`src/rtl/tbase_pkg.sv`:
```
package tbase_pkg;

  typedef enum logic [1:0] {
    CM_UP     = 2'd0,
    CM_DOWN   = 2'd1,
    CM_CENTER = 2'd2,
    CM_SPARE  = 2'd3
  } cmode_e;

  localparam int ADDR_W = 3;

  localparam logic [ADDR_W-1:0] RA_CTRL   = 3'd0;
  localparam logic [ADDR_W-1:0] RA_EVGEN  = 3'd1;
  localparam logic [ADDR_W-1:0] RA_STAT   = 3'd2;
  localparam logic [ADDR_W-1:0] RA_COUNT  = 3'd3;
  localparam logic [ADDR_W-1:0] RA_DIV    = 3'd4;
  localparam logic [ADDR_W-1:0] RA_PERIOD = 3'd5;

endpackage

```
`src/rtl/tbase_regs.sv`:
```
module tbase_regs
  import tbase_pkg::*;
#(
  parameter int DW = 16,
  parameter int PW = 16
) (
  input  logic              clk,
  input  logic              rst_n,
  input  logic              we,
  input  logic [ADDR_W-1:0] addr,
  input  logic [DW-1:0]     wdata,
  output logic [DW-1:0]     rdata,
  input  logic [DW-1:0]     cnt_val,
  input  logic              uev,
  output logic              run,
  output cmode_e            mode,
  output logic              udis,
  output logic              preload,
  output logic [DW-1:0]     arr_sh,
  output logic [DW-1:0]     arr_sh_d,
  output logic [PW-1:0]     div_sh,
  output logic              sw_force,
  output logic              cnt_wr,
  output logic              flag
);

  logic [DW-1:0] arr_buf;
  logic [PW-1:0] div_buf;
  logic          per_wr;

  assign per_wr   = we && (addr == RA_PERIOD);
  assign sw_force = we && (addr == RA_EVGEN) && wdata[0];
  assign cnt_wr   = we && (addr == RA_COUNT);

  // value the period shadow takes at the coming edge
  assign arr_sh_d = (per_wr && !preload) ? wdata : (uev ? arr_buf : arr_sh);

  always_ff @(posedge clk or negedge rst_n) begin
    if (!rst_n) begin
      run     <= 1'b0;
      mode    <= CM_UP;
      udis    <= 1'b0;
      preload <= 1'b0;
      arr_buf <= '0;
      div_buf <= '0;
    end else if (we) begin
      case (addr)
        RA_CTRL: begin
          run     <= wdata[0];
          mode    <= cmode_e'(wdata[2:1]);
          udis    <= wdata[3];
          preload <= wdata[4];
        end
        RA_PERIOD: arr_buf <= wdata;
        RA_DIV:    div_buf <= wdata[PW-1:0];
        default: ;
      endcase
    end
  end

  always_ff @(posedge clk or negedge rst_n) begin
    if (!rst_n) begin
      arr_sh <= '0;
      div_sh <= '0;
      flag   <= 1'b0;
    end else begin
      arr_sh <= arr_sh_d;
      if (uev) div_sh <= div_buf;
      if (uev) flag <= 1'b1;
      else if (we && addr == RA_STAT && !wdata[0]) flag <= 1'b0;
    end
  end

  always_comb begin
    case (addr)
      RA_CTRL:   rdata = DW'({preload, udis, mode, run});
      RA_STAT:   rdata = DW'(flag);
      RA_COUNT:  rdata = cnt_val;
      RA_DIV:    rdata = DW'(div_buf);
      RA_PERIOD: rdata = arr_buf;
      default:   rdata = '0;
    endcase
  end

  // with preload set, only an update event moves the period shadow
  a_r11_shadow_hold: assert property (@(posedge clk) disable iff (!rst_n)
    (preload && !uev) |=> $stable(arr_sh))
    else $error("a_r11_shadow_hold");

  // immediate transfer of a period write
  a_r10_immediate: assert property (@(posedge clk) disable iff (!rst_n)
    (per_wr && !preload) |=> (arr_sh == $past(wdata)))
    else $error("a_r10_immediate");

  // every update event leaves the sticky flag set
  a_r7_flag_set: assert property (@(posedge clk) disable iff (!rst_n)
    uev |=> flag)
    else $error("a_r7_flag_set");

endmodule

```
`src/rtl/tbase_prescaler.sv`:
```
module tbase_prescaler #(
  parameter int PW = 16
) (
  input  logic          clk,
  input  logic          rst_n,
  input  logic          cnt_en,
  input  logic          restart,
  input  logic [PW-1:0] div,
  output logic          tick
);

  logic [PW-1:0] pcnt;

  assign tick = cnt_en && !restart && (pcnt == div);

  always_ff @(posedge clk or negedge rst_n) begin
    if (!rst_n)       pcnt <= '0;
    else if (restart) pcnt <= '0;
    else if (cnt_en)  pcnt <= tick ? '0 : pcnt + 1'b1;
  end

  // the divider count never passes the active divide value
  a_r3_pcnt_bound: assert property (@(posedge clk) disable iff (!rst_n)
    pcnt <= div)
    else $error("a_r3_pcnt_bound");

endmodule

```
`src/rtl/tbase_counter.sv`:
```
module tbase_counter
  import tbase_pkg::*;
#(
  parameter int DW = 16
) (
  input  logic          clk,
  input  logic          rst_n,
  input  logic          tick,
  input  cmode_e        mode,
  input  logic [DW-1:0] arr_sh,
  input  logic [DW-1:0] arr_nx,
  input  logic          force_upd,
  input  logic          load,
  input  logic [DW-1:0] load_val,
  output logic [DW-1:0] count,
  output logic          wrap
);

  logic          dn;
  logic [DW:0]   nxt;

  function automatic logic at_end(input logic [DW-1:0] c, input logic [DW-1:0] lim,
                                  input cmode_e m, input logic d);
    if (m == CM_DOWN || (m == CM_CENTER && d)) return (c == '0);
    return (c >= lim);
  endfunction

  // returns {direction, next value}
  function automatic logic [DW:0] step(input logic [DW-1:0] c, input logic [DW-1:0] nx,
                                       input cmode_e m, input logic d, input logic e);
    case (m)
      CM_DOWN: return {1'b1, (e ? nx : c - 1'b1)};
      CM_CENTER: begin
        if (!d) return e ? {1'b1, ((c == '0) ? c : c - 1'b1)} : {1'b0, c + 1'b1};
        return e ? {1'b0, ((nx == '0) ? {DW{1'b0}} : DW'(1))} : {1'b1, c - 1'b1};
      end
      default: return {1'b0, (e ? {DW{1'b0}} : c + 1'b1)};
    endcase
  endfunction

  assign wrap = tick && !load && !force_upd && at_end(count, arr_sh, mode, dn);
  assign nxt  = step(count, arr_nx, mode, dn, wrap);

  always_ff @(posedge clk or negedge rst_n) begin
    if (!rst_n) begin
      count <= '0;
      dn    <= 1'b0;
    end else if (load) begin
      count <= load_val;
    end else if (force_upd) begin
      count <= (mode == CM_DOWN) ? arr_nx : '0;
      dn    <= (mode == CM_DOWN);
    end else if (tick) begin
      dn    <= nxt[DW];
      count <= nxt[DW-1:0];
    end
  end

  // an up-count tick at the limit returns to zero
  a_r4_up_wrap: assert property (@(posedge clk) disable iff (!rst_n)
    (tick && !load && !force_upd && mode == CM_UP && count >= arr_sh) |=> (count == '0))
    else $error("a_r4_up_wrap");

  // a down-count tick away from zero steps by one
  a_r5_down_step: assert property (@(posedge clk) disable iff (!rst_n)
    (tick && !load && !force_upd && mode == CM_DOWN && count != '0)
      |=> (count == $past(count) - 1'b1))
    else $error("a_r5_down_step");

  // a software load wins on its edge
  a_r13_load: assert property (@(posedge clk) disable iff (!rst_n)
    load |=> (count == $past(load_val)))
    else $error("a_r13_load");

endmodule

```
`src/rtl/tbase_timer.sv`:
```
module tbase_timer
  import tbase_pkg::*;
#(
  parameter int CNT_W = 16,
  parameter int PSC_W = 16
) (
  input  logic             clk,
  input  logic             rst_n,
  input  logic             reg_we,
  input  logic [2:0]       reg_addr,
  input  logic [CNT_W-1:0] reg_wdata,
  output logic [CNT_W-1:0] reg_rdata,
  output logic [CNT_W-1:0] count_o,
  output logic             update_o
);

  logic             run, udis, preload, sw_force, cnt_wr, flag;
  cmode_e           mode;
  logic [CNT_W-1:0] arr_sh, arr_sh_d;
  logic [PSC_W-1:0] div_sh;
  logic             cnt_en_q, tick, wrap, uev, update_q;

  // named internal event: hardware wrap that is not blocked, or a forced update
  assign uev = (wrap && !udis) || sw_force;

  tbase_regs #(.DW(CNT_W), .PW(PSC_W)) u_regs (
    .clk(clk), .rst_n(rst_n), .we(reg_we), .addr(reg_addr), .wdata(reg_wdata),
    .rdata(reg_rdata), .cnt_val(count_o), .uev(uev), .run(run), .mode(mode),
    .udis(udis), .preload(preload), .arr_sh(arr_sh), .arr_sh_d(arr_sh_d),
    .div_sh(div_sh), .sw_force(sw_force), .cnt_wr(cnt_wr), .flag(flag)
  );

  tbase_prescaler #(.PW(PSC_W)) u_div (
    .clk(clk), .rst_n(rst_n), .cnt_en(cnt_en_q), .restart(sw_force),
    .div(div_sh), .tick(tick)
  );

  tbase_counter #(.DW(CNT_W)) u_cnt (
    .clk(clk), .rst_n(rst_n), .tick(tick), .mode(mode), .arr_sh(arr_sh),
    .arr_nx(arr_sh_d), .force_upd(sw_force), .load(cnt_wr), .load_val(reg_wdata),
    .count(count_o), .wrap(wrap)
  );

  always_ff @(posedge clk or negedge rst_n) begin
    if (!rst_n) begin
      cnt_en_q <= 1'b0;
      update_q <= 1'b0;
    end else begin
      cnt_en_q <= run;
      update_q <= uev;
    end
  end

  assign update_o = update_q;

  // with the delayed enable low, only software moves the counter
  a_r2_idle: assert property (@(posedge clk) disable iff (!rst_n)
    (!cnt_en_q && !cnt_wr && !sw_force) |=> $stable(count_o))
    else $error("a_r2_idle");

  // each event gives a pulse one cycle later
  a_r7_pulse: assert property (@(posedge clk) disable iff (!rst_n)
    uev |=> update_o)
    else $error("a_r7_pulse");

  // a blocked hardware wrap leaves no pulse
  a_r8_blocked: assert property (@(posedge clk) disable iff (!rst_n)
    (wrap && udis && !sw_force) |=> !update_o)
    else $error("a_r8_blocked");

  // flag only set after some event, pulse only after one
  a_r1_flag_origin: assert property (@(posedge clk) disable iff (!rst_n)
    $rose(flag) |-> update_o)
    else $error("a_r1_flag_origin");

endmodule

```
`config.mk`:
```
export PLATFORM = sky130hd
export DESIGN_NAME = tbase_timer
export DESIGN_NICKNAME = d
export VERILOG_FILES = /design/src/rtl/tbase_pkg.sv /design/src/rtl/tbase_regs.sv /design/src/rtl/tbase_prescaler.sv /design/src/rtl/tbase_counter.sv /design/src/rtl/tbase_timer.sv
export SDC_FILE = /design/constraint.sdc
export NUM_CORES = 1
export LEC_CHECK = 0
export BUFFER_PORTS_ARGS = -buffer_cell sky130_fd_sc_hd__buf_2
export CORE_UTILIZATION = 55
export CTS_BUF_LIST = sky130_fd_sc_hd__clkbuf_16
export CTS_CLUSTER_DIAMETER = 200
export CTS_CLUSTER_SIZE = 40
export DETAILED_ROUTE_END_ITERATION = 16
export GPL_TIMING_DRIVEN = 1
export PLACE_DENSITY = 0.85
export SYNTH_ARGS = -nofsm -noshare
export SYNTH_HDL_FRONTEND = slang
export SYNTH_HIERARCHICAL = 1
export SYNTH_SLANG_ARGS = --single-unit
```
`constraint.sdc`:
```
create_clock -name clk -period 12.5 [get_ports clk]
set_clock_uncertainty 0.05 [all_clocks]
set_input_delay 2.5 -clock clk [delete_from_list [all_inputs] [get_ports clk]]
set_output_delay 2.5 -clock clk [all_outputs]
set_load 0.02 [all_outputs]
```
==> metrics.txt, run 1 <==
Adder-Cell Fraction of Synth Area 3.73%; starting density of the core 57.4%; largest family of logic cells by synthesized area simple AND/OR/NAND/NOR gates; Final period util 59.2%; PortBufs 54; slowest CP cell a21boi_4; post-synth cell types 78; setup bufs post-CTS 0; via count 6136; Seq/Total Area, Yosys 37.3%; most common cell after layout, fill and taps aside dfrtp_1; post-detailed-route wirelength per cell 21.2 µm; Max FO, Critical Path 34; Static Leakage 3.26 nW; Ant. Diodes 0; CP cell instances buf_2, nand2_1, nor4b_2, buf_4, nand2b_1, nor2_1, and2_1, o21a_4, a21boi_4, a21o_1, buf_4, mux2i_1, a21oi_1, nor4_1, nand4_1, nand3_1, mux2i_1, a2111oi_0, o32ai_1; GRT overflow 0; post-synthesis simple-gate area fraction 20.1%; fraction of layout cells with a size suffix above 1 20.3%; most frequent cells in the layout dfrtp_1 (105), buf_2 (53), nand2_1 (47), mux2_2 (43), a21oi_1 (37); die width 115 µm; vias in the first global route 6056; number of DRC markers in iteration 0 595; Avg Inst Size Synth 9.76 µm²; setup violators final 0; CP bufs+invs 3; fill count 1009; flops & latches, synth 105; Die Span Y 115 µm; number of synthesized flops with an enable pin 0; Layout Area Growth over Synthesis 8.00%; GP Congestion 0.948; nets@finish 788; PwrDens 189 nW/µm²; CP endpoint kind register; RSZ-0062 raised after global routing no; XOR/XNOR share of the synthesized area 3.61%; Syn Inst Count 721; Primary FF master, synth dfrtp_1; status finished clean; first-pass GRT wire length 31700 µm; ys async rst share 100%; Reg clk slew, reported paths 0.08 ns; num rows 40; hold_buf cts 0; Critical Path Max Stage Delay 0.60 ns; max-cap viol count 0; Vias/cell 6.68; Die Area 13300 µm²; Synth Area in Compound Gates 15.4%; CTS sink count 105; worst slew pin tran 1.09 ns; gr usage total 31.3%; critical path data required time 12.67 ns; Min Clock Period, post-route 7.40 ns; CP Data Arrival Time 7.57 ns; I/O pin cnt 55; initial antenna violation count 0; Crit Path Class in2reg; synth warn 6; Final Max Slew Viols 0; placed inst area 7280 µm²; HP Class reg2reg; fmax 135 MHz; Worst-Skew Late Latency 0.36 ns; CTS Buf Count 9; Finished Layout Cells 918; H-tree Lvls 3; post-route cell area 7600 µm²; first drt pass iteration count 5; Clock Tree Root clkbuf_16; ANT nets after route 0; maximum VDD drop 0.113 mV; CP delay by family, top simple AND/OR/NAND/NOR gates; Net Count, Synth 764; CP Launch Type input port; Residual DRC 0; Rel. slew slack 26.4%; core box area 12300 µm²; dpl hpwl 13700 µm; largest net degree at the start of global routing 81; Post-CTS Resized 0; post-synthesis mux area share 14.1%; CTS tree done; setup TNS 0 ns; clock buffer depth 2; Routed Wire Length 19400 µm; cell count after placement 902; Hold Vio Cnt, Final 0; Synth Cell Area 7040 µm²
==> area by class of cell <==
type | instances | area (µm²) | area share (%)
Sequential cell | 105 | 2630 | 34.6
Clock inverter | 7 | 93.8 | 1.23
Multi-Input combinational cell | 541 | 4020 | 52.9
Tap cell | 168 | 210 | 2.77
Clock buffer | 9 | 225 | 2.96
Inverter | 28 | 105 | 1.38
Timing Repair Buffer | 60 | 318 | 4.18
==> path summary, 6_finish.rpt <==
path | from | endpoint | slack [ns] | depth (start not counted)
min reg2reg | u_regs/run | cnt_en_q | 0.41 | 0
max reg2reg | u_div/pcnt[0] | u_cnt/count[0] | 6.51 | 17
max in group asynchronous | rst_n | u_cnt/count[0] | 9.06 | 2
min | u_regs/run | cnt_en_q | 0.41 | 0
min in group asynchronous | rst_n | u_div/pcnt[8] | 1.99 | 1
max | reg_addr[0] | u_cnt/count[0] | 5.10 | 19
==> synthesized netlist by cell type, types with 5 or more instances <==
| master | count | area, µm² |
|---|---|---|
| nor4_1 | 10 | 62.6 |
| dfrtp_1 | 105 | 2630 |
| o21ai_0 | 30 | 150 |
| mux2_2 | 43 | 484 |
| a22oi_1 | 13 | 97.6 |
| or3_1 | 12 | 75.1 |
| nor3b_1 | 6 | 45.0 |
| clkbuf_1 | 22 | 82.6 |
| a21oi_1 | 37 | 185 |
| inv_1 | 28 | 105 |
| o22ai_1 | 5 | 31.3 |
| mux2_4 | 10 | 150 |
| and4_1 | 5 | 43.8 |
| a221o_1 | 6 | 60.1 |
| nand2_1 | 47 | 176 |
| nand3_1 | 24 | 120 |
| a22o_1 | 9 | 78.8 |
| nand4_1 | 10 | 62.6 |
| buf_6 | 9 | 101 |
| xor2_1 | 23 | 201 |
| and3_1 | 11 | 68.8 |
| o21ai_1 | 7 | 35.0 |
| nor2b_1 | 6 | 37.5 |
| or4b_1 | 6 | 60.1 |
| a31oi_1 | 10 | 62.6 |
| buf_2 | 9 | 45.0 |
| nand2b_1 | 10 | 62.6 |
| mux2i_1 | 36 | 360 |
| ha_1 | 21 | 263 |
| xnor2_1 | 6 | 52.6 |
| nor3_1 | 33 | 165 |
| and2_1 | 9 | 56.3 |
| o211ai_1 | 15 | 113 |
| nor2_1 | 27 | 101 |
==> metal layers <==
metal | vias up | routed length, µm | part of all wire, % | track usage (%)
met3 | 66 | 1220 | 6.3 | 5.80
met4 | 0 | 682 | 3.5 | 12.4
li1 | 2732 | - | - | -
met1 | 3029 | 7850 | 40 | 39.1
met5 | - | 0 | 0 | 0
met2 | 309 | 9690 | 50 | 53.7
==> per-stage QoR <==
step | hold slack [ns] | setup slack [ns] | total power, W | util (%)
3_3_place_gp | 0.353 | 5.09 | 0.00110 | 59.4
3_5_place_dp | 0.378 | 4.91 | 0.00112 | 59.4
2_1_floorplan | 0.321 | 5.68 | 0.000960 | -
6_report | 0.405 | 5.10 | 0.00144 | 62.0
5_1_grt | 0.427 | 4.86 | 0.00152 | 62.0
4_1_cts | 0.399 | 5.27 | 0.00143 | 62.0
==> power breakdown <==
| group | switching [W] | internal [W] |
|---|---|---|
| combinational | 0.000311 | 0.000232 |
| sequential | 0.000158 | 0.000437 |
| clock | 0.000140 | 0.000161 |
==> sequential cells by signal, summed over array words and instances (netlist names), 2 cells and up <==
name	flops
u_regs/div_buf	16
u_regs/arr_sh	16
u_cnt/count	16
u_regs/arr_buf	16
u_div/pcnt	16
u_regs/div_sh	16
u_regs/mode	2
==> cells by family (layout without fill, tap and decap cells) <==
| logic type | count (synthesis) | in the layout |
|---|---|---|
| compound gates | 160 | 160 |
| mux | 89 | 89 |
| fa+ha+maj | 21 | 21 |
| flops | 105 | 105 |
| xor+xnor | 29 | 29 |
| simple gates | 242 | 242 |
| buf+inv | 75 | 104 |
Note: power is estimated with default switching activity, not from simulation.
==> run 2: changes to the inputs <==
--- a/config.mk
+++ b/config.mk
@@ -5,6 +5,7 @@
 export SDC_FILE = /design/constraint.sdc
 export NUM_CORES = 1
 export LEC_CHECK = 0
+export ABC_AREA = 1
 export BUFFER_PORTS_ARGS = -buffer_cell sky130_fd_sc_hd__buf_2
 export CORE_UTILIZATION = 55
 export CTS_BUF_LIST = sky130_fd_sc_hd__clkbuf_16
==> constraint.sdc (replaced) <==
create_clock -name clk -period 7 [get_ports clk]
set_clock_uncertainty 0.05 [all_clocks]
set_input_delay 1.4 -clock clk [delete_from_list [all_inputs] [get_ports clk]]
set_output_delay 1.4 -clock clk [all_outputs]
set_load 0.02 [all_outputs]
==> run 2 against run 1 <==
Against the previous run: hold slack lost 0.036 ns; synthesized area grew 9.5%; wire length grew 6.1%; largest cell class unchanged; global-route usage shrank 1.5 points; die area grew 9.4%; non-clock buffer count grew 2.
==> metrics.txt, run 2 <==
status finished clean; nets@finish 1253 (+59%); CP Data Arrival Time 5.44 ns (-2.13 ns); flops & latches, synth 105 (unchanged); dpl hpwl 15200 µm (+11%); combinational share of power 46.2% (+8.5 points); ANT nets after route 0 (unchanged); maximum VDD drop 0.227 mV (+100%); fmax 190 MHz; placed inst area 7970 µm² (+9.4%); Avg Inst Size Synth 6.55 µm² (-33%); Reg clk slew, reported paths 0.07 ns (about the same); HP Class reg2reg; XOR/XNOR share of the synthesized area 2.73% (-0.88 points); Crit Path Class in2reg; Die Area 14500 µm² (+9.4%); first drt pass iteration count 5 (unchanged); setup TNS 0 ns (unchanged); clock power share 17.2% (-3.7 points); PortBufs 54 (unchanged); Primary FF master, synth dfrtp_1; Routed Wire Length 20600 µm (+6.1%); top cells by count, synth nand2_1 (464), inv_1 (127), dfrtp_1 (105); most common cell in the netlist nand2_1; Min Clock Period, post-route 5.25 ns; number of synthesized flops with an enable pin 0 (unchanged); Residual DRC 0 (unchanged); H-tree Lvls 3 (unchanged); via count 7666 (+25%); post-synthesis mux area share 0% (-14 points); total power 0.00289 W (+100%); Layout Area Growth over Synthesis 7.09%; GP Congestion 0.968 (+2.1%); clock buffer depth 2 (unchanged); setup bufs post-CTS 0 (unchanged); worst slew pin tran 1.18 ns (+0.0867 ns); GRT overflow 0 (unchanged); Die Span Y 120 µm (+4.6%); CTS sink count 105 (unchanged); Synth Cell Area 7710 µm² (+9.5%); ys async rst share 100% (unchanged); Static Leakage 4.48 nW (+37%); Clock Tree Root clkbuf_16; fill count 1270 (+26%); post-route cell area 8250 µm² (+8.6%); PwrDens 350 nW/µm² (+85%); CTS Buf Count 9 (unchanged); Worst-Skew Late Latency 0.35 ns (about the same); Net Count, Synth 1220 (+60%); CP Launch Type input port; first-pass GRT wire length 34400 µm (+8.4%); FF+latch area 2630 µm² (unchanged); Multi-input gate area 4230 µm² (+5.3%); fraction of layout cells with a size suffix above 1 11.7% (-8.6 points); Rel. slew slack 21.1% (-5.3 points); top cell type by total area after synthesis dfrtp_1; ranking of synthesized cells by area dfrtp_1 (34%), nand2_1 (23%), nand3_1 (6.5%); Final Max Slew Viols 0 (unchanged); die width 120 µm (+4.6%); hold_buf cts 0 (unchanged); Max FO, Critical Path 52 (+53%); Synth top area share 34.1% (-3.2 points); CTS tree done; RSZ-0062 raised after global routing no; Ant. Diodes 0 (unchanged); core box area 13500 µm² (+9.7%); worst r2r src u_div/pcnt[10]; sequential power share 36.6% (-4.8 points); post-detailed-route wirelength per cell 14.8 µm (-30%); I/O pin cnt 55 (unchanged); critical path data required time 7.19 ns (-5.48 ns); gr usage total 29.8% (-1.5 points); R2R Setup Slk 2.55 ns (-3.96 ns); Hold Vio Cnt, Final 0 (unchanged); Seq/Total Area, Yosys 34.1% (-3.2 points); vias in the first global route 7018 (+16%); initial antenna violation count 0 (unchanged); Post-CTS Resized 0 (unchanged); most frequent cells in the layout nand2_1 (464), inv_1 (128), dfrtp_1 (105), nand3_1 (100), nor2_1 (90); Net Sw Frac 46.8% (+4.4 points); post-synthesis simple-gate area fraction 39.9% (+20 points); Worst R2R Path Depth 29 (+12); most common cell after layout, fill and taps aside nand2_1; origin of the worst setup path reg_addr[2]; Final period util 75.0%; post-synth cell types 45 (-42%); number of DRC markers in iteration 0 649 (+9.1%); setup violators final 0 (unchanged); largest net degree at the start of global routing 69 (-15%); CP endpoint kind register; switching power 0.00135 W (+120%); Cell Int Power 0.00154 W (+85%); Vias/cell 5.51 (-18%); synth warn 6 (unchanged); num rows 42 (+5.0%); Synth Area in Compound Gates 8.86% (-6.5 points); max-cap viol count 0 (unchanged); Worst Setup EP u_cnt/count[0]; Syn Inst Count 1177 (+63%); R2R Path End u_cnt/count[0]; starting density of the core 57.3% (-0.096 points); largest family of logic cells by synthesized area simple AND/OR/NAND/NOR gates; Adder-Cell Fraction of Synth Area 3.41% (-0.32 points)
## run 2: cell types whose count changed in the layout (fill, tap and decap cells not counted), sizes merged, moves of 12 or more
cell	previous run	this run
mux2i	36	0
nand3	25	104
o21ai	38	85
mux2	53	0
a21oi	39	24
nor2	28	103
inv	31	146
nor3	34	9
a22oi	13	1
nand2	47	483
or3	12	0
## run 2: through the flow
step / hold slack [ns] / setup slack, ns / instances / util [%]
floorplan: 0.319 / 2.58 / 1177 / -
global placement: 0.349 / 1.70 / 1375 / 59.2
detailed placement: 0.351 / 1.60 / 1375 / 59.2
CTS: 0.366 / 1.92 / 1391 / 61.4
global route: 0.392 / 1.31 / 1391 / 61.4
finish: 0.369 / 1.75 / 1391 / 61.4
## run 2: cell type report
type / instances / share of cell area [%]
Clock buffer: 9 / 2.73
Clock inverter: 7 / 0.758
Inverter: 146 / 6.70
Multi-Input combinational cell: 886 / 51.3
Sequential cell: 105 / 31.8
Tap cell: 176 / 2.67
Timing Repair Buffer: 62 / 4.03
## run 2: cells by family (layout without fill, tap and decap cells)
group / after synthesis / count (layout)
buffers and inverters: 186 / 224
AO/OA/AOI/OAI: 123 / 123
adder cells (fa/ha/maj): 21 / 21
AND/OR/NAND/NOR: 718 / 718
flip-flops: 105 / 105
XOR/XNOR: 24 / 24
## run 2: routing by layer
layer  wire length, µm  global-route usage [%]
met1              8770                    39.1
met2              9790                    49.4
met3              1460                    4.15
met4               596                    12.6
met5                 0                       0
## run 2: worst min path at each step
stage | startpoint | endpoint | slack [ns] | cells after the start
2_1_floorplan | u_regs/run | cnt_en_q | 0.32 | 0
3_3_place_gp | u_regs/run | cnt_en_q | 0.35 | 0
3_5_place_dp | u_regs/run | cnt_en_q | 0.35 | 0
4_1_cts | u_regs/run | cnt_en_q | 0.37 | 0
5_1_grt | u_regs/run | cnt_en_q | 0.39 | 0
6_report | u_regs/run | cnt_en_q | 0.37 | 0
## run 2: power groups by stage
| stage | clock network, W | registers (W) | logic [W] |
|---|---|---|---|
| after floorplan | 0 | 0.00100 | 0.00101 |
| after global placement | 0 | 0.00105 | 0.00127 |
| after detailed placement | 0 | 0.00106 | 0.00131 |
| after CTS | 0.000501 | 0.00105 | 0.00132 |
| after global routing | 0.000527 | 0.00108 | 0.00153 |
| final | 0.000497 | 0.00106 | 0.00133 |
## run 2: worst max-delay path, stage by stage
cell	delay [ns]
buf_2	0.18
inv_2	0.16
nand3_1	0.21
nor2_1	0.15
buf_4	0.26
nor2_1	0.08
buf_4	0.19
nand2_1	0.11
a21oi_4	0.07
nand2_4	0.17
inv_2	0.11
nand2_1	0.08
nand2_1	0.07
inv_2	0.57
o21ai_0	0.19
nand2_1	0.11
nand2_1	0.14
nor4_1	0.44
nand3_1	0.21
nor2_1	0.14
nand3_1	0.09
nand3_1	0.08
nand2_1	0.05
nand2_1	0.05
nand2_1	0.04
nand2_1	0.05
nand2_1	0.05
